### config.mk
export PLATFORM = sky130hd
export DESIGN_NAME = sat_seq
export DESIGN_NICKNAME = d
export VERILOG_FILES = /design/src/rtl/sat_seq_pkg.sv /design/src/rtl/sat_seq_pick.sv /design/src/rtl/sat_seq_lvl.sv /design/src/rtl/sat_seq_fsm.sv /design/src/rtl/sat_seq.sv
export SDC_FILE = /design/constraint.sdc
export NUM_CORES = 1
export LEC_CHECK = 0
export BUFFER_PORTS_ARGS = -buffer_cell sky130_fd_sc_hd__buf_2
export CORE_MARGIN = 4
export CORE_UTILIZATION = 55
export DETAILED_ROUTE_END_ITERATION = 6
export PLACE_DENSITY = 0.86
export RECOVER_POWER = 25
export SYNTH_ARGS = -nofsm -noshare
export SYNTH_HDL_FRONTEND = slang
export SYNTH_SLANG_ARGS = --single-unit
### constraint.sdc
create_clock -name clk_i -period 3.1 [get_ports clk_i]
set_clock_uncertainty 0.2 [all_clocks]
set_input_delay 0.155 -clock clk_i [delete_from_list [all_inputs] [get_ports clk_i]]
set_output_delay 0.155 -clock clk_i [all_outputs]
set_load 0.05 [all_outputs]
### src/rtl/sat_seq_pkg.sv
package sat_seq_pkg;
  typedef enum logic [3:0] {
    ST_IDLE,
    ST_REFRESH,
    ST_ASSIGN,
    ST_WAIT,
    ST_ANALYZE,
    ST_EXECUTE,
    ST_PRECHARGE,
    ST_SAT,
    ST_UNSAT
  } seq_state_e;
endpackage

### src/rtl/sat_seq_pick.sv
module sat_seq_pick #(
  parameter int NUM_LVL = 8,
  parameter int LVL_W   = 3
) (
  input  logic [NUM_LVL-1:0] flipped_i,
  input  logic [LVL_W-1:0]   lim_i,
  output logic               found_o,
  output logic [LVL_W-1:0]   tgt_o
);
  // highest non-inverted level not above the limit; later iterations win
  always_comb begin
    found_o = 1'b0;
    tgt_o   = '0;
    for (int l = 0; l < NUM_LVL; l++) begin
      if (LVL_W'(l) <= lim_i && !flipped_i[l]) begin
        found_o = 1'b1;
        tgt_o   = LVL_W'(l);
      end
    end
  end
endmodule

### src/rtl/sat_seq_lvl.sv
module sat_seq_lvl #(
  parameter int NUM_LVL = 8,
  parameter int LVL_W   = 3
) (
  input  logic               clk_i,
  input  logic               rst_ni,
  input  logic               init_i,
  input  logic               adv_i,
  input  logic               bt_go_i,
  input  logic [LVL_W-1:0]   tgt_i,
  output logic [LVL_W-1:0]   cur_lvl_o,
  output logic [NUM_LVL-1:0] flipped_o,
  output logic               last_o
);
  localparam logic [LVL_W-1:0] LAST_LVL = LVL_W'(NUM_LVL - 1);

  always_ff @(posedge clk_i or negedge rst_ni) begin
    if (!rst_ni)      cur_lvl_o <= '0;
    else if (init_i)  cur_lvl_o <= '0;
    else if (bt_go_i) cur_lvl_o <= tgt_i;
    else if (adv_i)   cur_lvl_o <= cur_lvl_o + 1'b1;
  end

  for (genvar g = 0; g < NUM_LVL; g++) begin : g_flip
    always_ff @(posedge clk_i or negedge rst_ni) begin
      if (!rst_ni)      flipped_o[g] <= 1'b0;
      else if (init_i)  flipped_o[g] <= 1'b0;
      else if (bt_go_i) begin
        if (LVL_W'(g) == tgt_i)     flipped_o[g] <= 1'b1;
        else if (LVL_W'(g) > tgt_i) flipped_o[g] <= 1'b0;
      end
    end
  end

  assign last_o = (cur_lvl_o == LAST_LVL);

  a_r5_step_up: assert property (@(posedge clk_i) disable iff (!rst_ni)
    adv_i |=> cur_lvl_o == $past(cur_lvl_o) + 1'b1);
  a_r9_flip_set: assert property (@(posedge clk_i) disable iff (!rst_ni)
    bt_go_i |=> (cur_lvl_o == $past(tgt_i)) && flipped_o[cur_lvl_o]);
  a_r2_init_clear: assert property (@(posedge clk_i) disable iff (!rst_ni)
    init_i |=> (cur_lvl_o == '0) && (flipped_o == '0));
endmodule

### src/rtl/sat_seq_fsm.sv
module sat_seq_fsm
  import sat_seq_pkg::*;
(
  input  logic       clk_i,
  input  logic       rst_ni,
  input  logic       start_i,
  input  logic       impl_i,
  input  logic       conflict_i,
  input  logic       last_i,
  input  logic       found_i,
  output seq_state_e state_o,
  output logic       init_o,
  output logic       adv_o,
  output logic       bt_go_o
);
  seq_state_e state_q, state_d;
  logic       ready;

  assign ready   = (state_q == ST_IDLE) || (state_q == ST_SAT) || (state_q == ST_UNSAT);
  assign init_o  = ready && start_i;
  assign adv_o   = (state_q == ST_WAIT) && !conflict_i && !impl_i && !last_i;
  assign bt_go_o = (state_q == ST_EXECUTE) && found_i;

  always_comb begin
    state_d = state_q;
    unique case (state_q)
      ST_IDLE, ST_SAT, ST_UNSAT: if (start_i) state_d = ST_REFRESH;
      ST_REFRESH, ST_PRECHARGE:  state_d = ST_ASSIGN;
      ST_ASSIGN:                 state_d = ST_WAIT;
      ST_WAIT: begin
        if (conflict_i)  state_d = ST_ANALYZE;
        else if (impl_i) state_d = ST_WAIT;
        else if (last_i) state_d = ST_SAT;
        else             state_d = ST_ASSIGN;
      end
      ST_ANALYZE:                state_d = ST_EXECUTE;
      ST_EXECUTE:                state_d = found_i ? ST_PRECHARGE : ST_UNSAT;
      default:                   state_d = ST_IDLE;
    endcase
  end

  always_ff @(posedge clk_i or negedge rst_ni) begin
    if (!rst_ni) state_q <= ST_IDLE;
    else         state_q <= state_d;
  end

  assign state_o = state_q;

  a_r3_busy_no_refresh: assert property (@(posedge clk_i) disable iff (!rst_ni)
    !ready |=> state_q != ST_REFRESH);
  a_r4_hold_wait: assert property (@(posedge clk_i) disable iff (!rst_ni)
    (state_q == ST_WAIT && impl_i && !conflict_i) |=> state_q == ST_WAIT);
  a_r7_conflict_first: assert property (@(posedge clk_i) disable iff (!rst_ni)
    (state_q == ST_WAIT && conflict_i) |=> state_q == ST_ANALYZE);
  a_r7_one_analyze: assert property (@(posedge clk_i) disable iff (!rst_ni)
    state_q == ST_ANALYZE |=> state_q == ST_EXECUTE);
  a_r6_sat_held: assert property (@(posedge clk_i) disable iff (!rst_ni)
    (state_q == ST_SAT && !start_i) |=> state_q == ST_SAT);
  a_r10_unsat_held: assert property (@(posedge clk_i) disable iff (!rst_ni)
    (state_q == ST_UNSAT && !start_i) |=> state_q == ST_UNSAT);
endmodule

### src/rtl/sat_seq.sv
module sat_seq
  import sat_seq_pkg::*;
#(
  parameter int NUM_VARS = 8,
  localparam int LVL_W   = (NUM_VARS > 1) ? $clog2(NUM_VARS) : 1
) (
  input  logic             clk_i,
  input  logic             rst_ni,
  input  logic             start_i,
  input  logic             impl_i,
  input  logic             conflict_i,
  input  logic [LVL_W-1:0] bck_lvl_i,
  output logic             refresh_o,
  output logic             clr_all_o,
  output logic             dec_vld_o,
  output logic [LVL_W-1:0] dec_tag_o,
  output logic [LVL_W-1:0] dec_lvl_o,
  output logic             dec_val_o,
  output logic             id_cclause_o,
  output logic             bt_clr_o,
  output logic [LVL_W-1:0] bt_lvl_o,
  output logic             sat_o,
  output logic             unsat_o
);
  seq_state_e          state;
  logic                init, adv, bt_go, last, found;
  logic [LVL_W-1:0]    cur_lvl, lim, tgt;
  logic [NUM_VARS-1:0] flipped;

  sat_seq_fsm u_fsm (
    .clk_i      (clk_i),
    .rst_ni     (rst_ni),
    .start_i    (start_i),
    .impl_i     (impl_i),
    .conflict_i (conflict_i),
    .last_i     (last),
    .found_i    (found),
    .state_o    (state),
    .init_o     (init),
    .adv_o      (adv),
    .bt_go_o    (bt_go)
  );

  sat_seq_lvl #(.NUM_LVL(NUM_VARS), .LVL_W(LVL_W)) u_lvl (
    .clk_i     (clk_i),
    .rst_ni    (rst_ni),
    .init_i    (init),
    .adv_i     (adv),
    .bt_go_i   (bt_go),
    .tgt_i     (tgt),
    .cur_lvl_o (cur_lvl),
    .flipped_o (flipped),
    .last_o    (last)
  );

  // never backtrack above the level currently being decided
  assign lim = (bck_lvl_i < cur_lvl) ? bck_lvl_i : cur_lvl;

  sat_seq_pick #(.NUM_LVL(NUM_VARS), .LVL_W(LVL_W)) u_pick (
    .flipped_i (flipped),
    .lim_i     (lim),
    .found_o   (found),
    .tgt_o     (tgt)
  );

  assign refresh_o    = (state == ST_REFRESH) || (state == ST_PRECHARGE);
  assign clr_all_o    = (state == ST_REFRESH);
  assign dec_vld_o    = (state == ST_ASSIGN);
  assign dec_tag_o    = dec_vld_o ? cur_lvl : '0;
  assign dec_lvl_o    = dec_vld_o ? cur_lvl : '0;
  assign dec_val_o    = dec_vld_o && flipped[cur_lvl];
  assign id_cclause_o = (state == ST_ANALYZE);
  assign bt_clr_o     = bt_go;
  assign bt_lvl_o     = bt_go ? tgt : '0;
  assign sat_o        = (state == ST_SAT);
  assign unsat_o      = (state == ST_UNSAT);

  a_r8_target_ok: assert property (@(posedge clk_i) disable iff (!rst_ni)
    bt_clr_o |-> (bt_lvl_o <= bck_lvl_i) && (bt_lvl_o <= cur_lvl) && !flipped[bt_lvl_o]);
  a_r9_precharge_then_flip: assert property (@(posedge clk_i) disable iff (!rst_ni)
    bt_clr_o |=> refresh_o && !clr_all_o ##1 dec_vld_o && dec_val_o);
  a_r2_refresh_then_decide: assert property (@(posedge clk_i) disable iff (!rst_ni)
    clr_all_o |=> dec_vld_o && (dec_lvl_o == '0) && !dec_val_o);
  a_r10_unsat_no_clear: assert property (@(posedge clk_i) disable iff (!rst_ni)
    $rose(unsat_o) |-> !$past(bt_clr_o));
endmodule

==> metrics.md <==
| Metric | Value |
|---|---|
| Slowest cell delay on critical path | `0.37 ns` |
| Switching Power | `992 µW` |
| Power Internal | `856 µW` |
| Synthesized cell area | `1480 µm²` |
| Dpl hpwl | `2.85 mm` |
| Cell Pwr Density | `1030 nW/µm²` |
| Routed wire per std cell | `17.2 µm` |
| Post-DRT Antenna Nets | `0` |
| # DRC | `0` |
| RSZ-0062 raised after global routing | `true` |
| # Max-Cap Violations | `0` |
| Most used cell, CP | `mux2_4` |
| Leak pwr | `0.806 nW` |
| Drt via density | `6.33` |
| Flop pwr share | `21.5%` |
| Ys Warns | `0` |
| Worst skew pair latency | `0.29 ns` |
| Die area | `3590 µm²` |
| 1st-iter DRT viols | `76` |
| # rows | `18` |
| Max clock buf depth | `2` |
| Sw Ratio | `53.7%` |
| NumNets Final | `211` |
| Slew margin rel. | `45.0%` |
| Root Buffer | `clkbuf_4` |
| VDD IR-drop max | `811 µV` |
| Worst-Margin Slew | `0.825 ns` |
| Top_reg_cell synth | `dfrtp_1` |
| Die W | `59.9 µm` |
| Period utilization | `98.9%` |
| Fin cells | `227` |
| DRT Wirelength | `3.91 mm` |
| Run status | `finished, final reports clean` |
| CTS clk-pin slew, worst paths | `0.09 ns` |
| Antenna violations before repair | `0` |
| Largest net degree at the start of global routing | `16` |
| Setup Viol. Count Final | `0` |
| CTS buffer count | `3` |
| 1st-pass router iterations | `5` |
| CP Data Arrival Time | `2.71 ns` |
| CP endpoint kind | `output pin` |
| Hold Vio Cnt, Final | `0` |
| Post-synthesis sequential element count | `15` |
| H-tree depth | `1` |
| Worst Hold Class | `input pin to register` |
| Critical path fanouts, max | `5` |
| First-pass GRT wire length | `6.20 mm` |
| Synth async-reset ratio | `100%` |
| Synth Instances | `169` |
| Cell at the slowest stage of the critical path | `dfrtp_1` |
| Clock Sink Count | `15` |
| Slew Limit Fails | `0` |
| Gr ovfl total | `0` |
| Setup crit start kind | `register` |
| PortBufs | `24` |
| Clock power frac | `6.0%` |
| Distinct cells, synth | `58` |
| Sequential area share after synthesis | `25.3%` |
| Fmax achieved | `0.326 GHz` |
| WHS Path Cells | `4` |
| Syn Nets | `182` |
| Gr usage total | `22.4%` |
| Final min period | `3.07 ns` |
| Area grow syn2layout | `20.7%` |
| Initial Util | `58.8%` |
| Area of the core | `2520 µm²` |
| Antenna cells | `0` |
| Critical Path RT | `2.74 ns` |
| GPL Wtd Cong | `0.906` |
| Number of enable flip-flop cells after synthesis | `0` |
| TritonCTS clock tree | `yes` |
| Die Y | `59.9 µm` |
| Syn Area/Cell | `8.77 µm²` |
| Comb pwr share | `72.4%` |
| Sequence of cells on the critical path | `inv_2 -> ha_4 -> nand2_4 -> o21ai_4 -> mux2_4 -> mux2_4 -> a311oi_4 -> a21oi_4 -> a21boi_4 -> buf_6` |
| R2r worst-path depth | `10` |
| I/O pin count | `25` |
| Hold slack final | `0.0320 ns` |
| Placed Cells | `215` |
| CP Class | `register to output pin` |
| Via count | `1436` |
| Share of layout cells above drive strength 1 | `34.0%` |
| Vias in the first global route | `1314` |
## through the flow
stage | total power [mW] | setup slack (ns) | instance area [µm²] | util, % | TNS, ns
floorplan | 1.34 | 0.00722 | 1520 | - | 0
finish | 1.85 | 0.0343 | 1790 | 70.9 | 0
detailed placement | 1.56 | 0.188 | 1640 | 64.9 | 0
global route | 1.97 | -0.0755 | 1790 | 70.9 | -0.0755
CTS | 1.71 | -0.0459 | 1710 | 67.8 | -0.0459
global placement | 1.52 | 0.275 | 1640 | 64.9 | 0
## synthesized netlist by cell type (2+ instances only)
library cell | instances | area [µm²]
a211oi_1 | 2 | 15.0
and2_1 | 3 | 18.8
or2b_1 | 2 | 15.0
dfrtp_1 | 15 | 375
nand2b_1 | 4 | 25.0
mux2_4 | 2 | 30.0
nand3b_1 | 2 | 15.0
nand3_1 | 5 | 25.0
o22ai_1 | 2 | 12.5
buf_2 | 3 | 15.0
nand4_1 | 3 | 18.8
a21boi_0 | 2 | 15.0
inv_1 | 8 | 30.0
nor3_1 | 6 | 30.0
clkbuf_1 | 5 | 18.8
nor2_1 | 19 | 71.3
mux4_1 | 2 | 52.6
and3_1 | 2 | 12.5
o221ai_1 | 2 | 17.5
mux2_2 | 2 | 22.5
nand2_1 | 12 | 45.0
o21ai_0 | 6 | 30.0
o21a_1 | 2 | 15.0
buf_4 | 3 | 22.5
a31oi_1 | 2 | 12.5
a21oi_1 | 8 | 40.0
a21oi_2 | 2 | 17.5
buf_6 | 2 | 22.5
nor2b_1 | 2 | 12.5
mux2i_1 | 6 | 60.1
and2_2 | 2 | 15.0
ha_1 | 5 | 62.6
## cell families (layout without fill, tap and decap cells)
| logic type | Yosys count | in the layout | share of synthesized area [%] |
|---|---|---|---|
| mux | 12 | 12 | 11.1 |
| buf+inv | 21 | 49 | 7.34 |
| fa+ha+maj | 5 | 5 | 4.22 |
| flops | 15 | 15 | 25.3 |
| compound gates | 47 | 47 | 27.1 |
| simple gates | 69 | 69 | 24.9 |
## sequential cells by signal, summed over array words and instances (netlist names)
name / cells
u_fsm.state_o: 4
u_lvl.cur_lvl_o: 3
u_lvl.flipped_o: 8
## worst max-delay path, delay by kind of cell, from the launching register on
kind            cells  cell delay (ns)
compound gates      4             0.78
flops               1             0.37
simple gates        1             0.05
fa+ha+maj           1             0.29
mux                 2             0.68
buf+inv             2             0.23
## power groups by stage
stage                     Sequential [mW]  Combinational, mW  Clock, mW
after floorplan                     0.311               1.02          0
after global placement              0.386               1.13          0
after detailed placement            0.395               1.16          0
after CTS                           0.391               1.20      0.115
after global routing                0.410               1.44      0.123
final                               0.397               1.34      0.112
## timing repair
item | in CTS | in global routing
buffers inserted | 1 | 4
pin swaps | 1 | 4
endpoints found under the hold margin | 16 | 0
resized for setup | 5 | 8
hold buffers | 2 | 0
endpoints found under the setup margin | 2 | 4
## path summary, 6_finish.rpt
| kind | start | end | slack, ns |
|---|---|---|---|
| max reg2reg | u_lvl.cur_lvl_o[2] | u_fsm.state_o[2] | 0.23 |
| min | conflict_i | u_fsm.state_o[1] | 0.03 |
| max in group asynchronous | rst_ni | u_lvl.flipped_o[7] | 1.91 |
| min in group asynchronous | rst_ni | u_fsm.state_o[3] | 0.27 |
| max | u_lvl.cur_lvl_o[2] | bt_lvl_o[0] | 0.03 |
| min reg2reg | u_lvl.flipped_o[7] | u_lvl.flipped_o[7] | 0.44 |
## cells in the final DEF, fill, tap and decap left out, types with 3 or more instances in the layout
cell type,instances
buf_4,11
nand3_1,5
mux2i_1,6
nor3_1,6
a21oi_1,7
nor2_1,19
o21ai_0,6
nand2b_1,4
nand4_1,3
clkbuf_4,3
mux2_4,3
and2_1,3
nand2_1,11
dfrtp_1,15
buf_2,22
inv_1,7
## area by class of cell
| cell class | instances | area, µm² |
|---|---|---|
| multi-input combinational | 133 | 1090 |
| fill | 197 | 733 |
| sequential | 15 | 375 |
| timing repair buffer | 37 | 228 |
| tap | 30 | 37.5 |
| inverter | 8 | 30.0 |
| clock buffer | 4 | 26.3 |
## routing by layer
metal	share of wire, %	global-route usage [%]
met4	1.3	3.48
met5	0	0
met3	7.8	4.54
met2	48	37.0
met1	43	30.7
No activity file was read; power rests on OpenSTA's default activity.
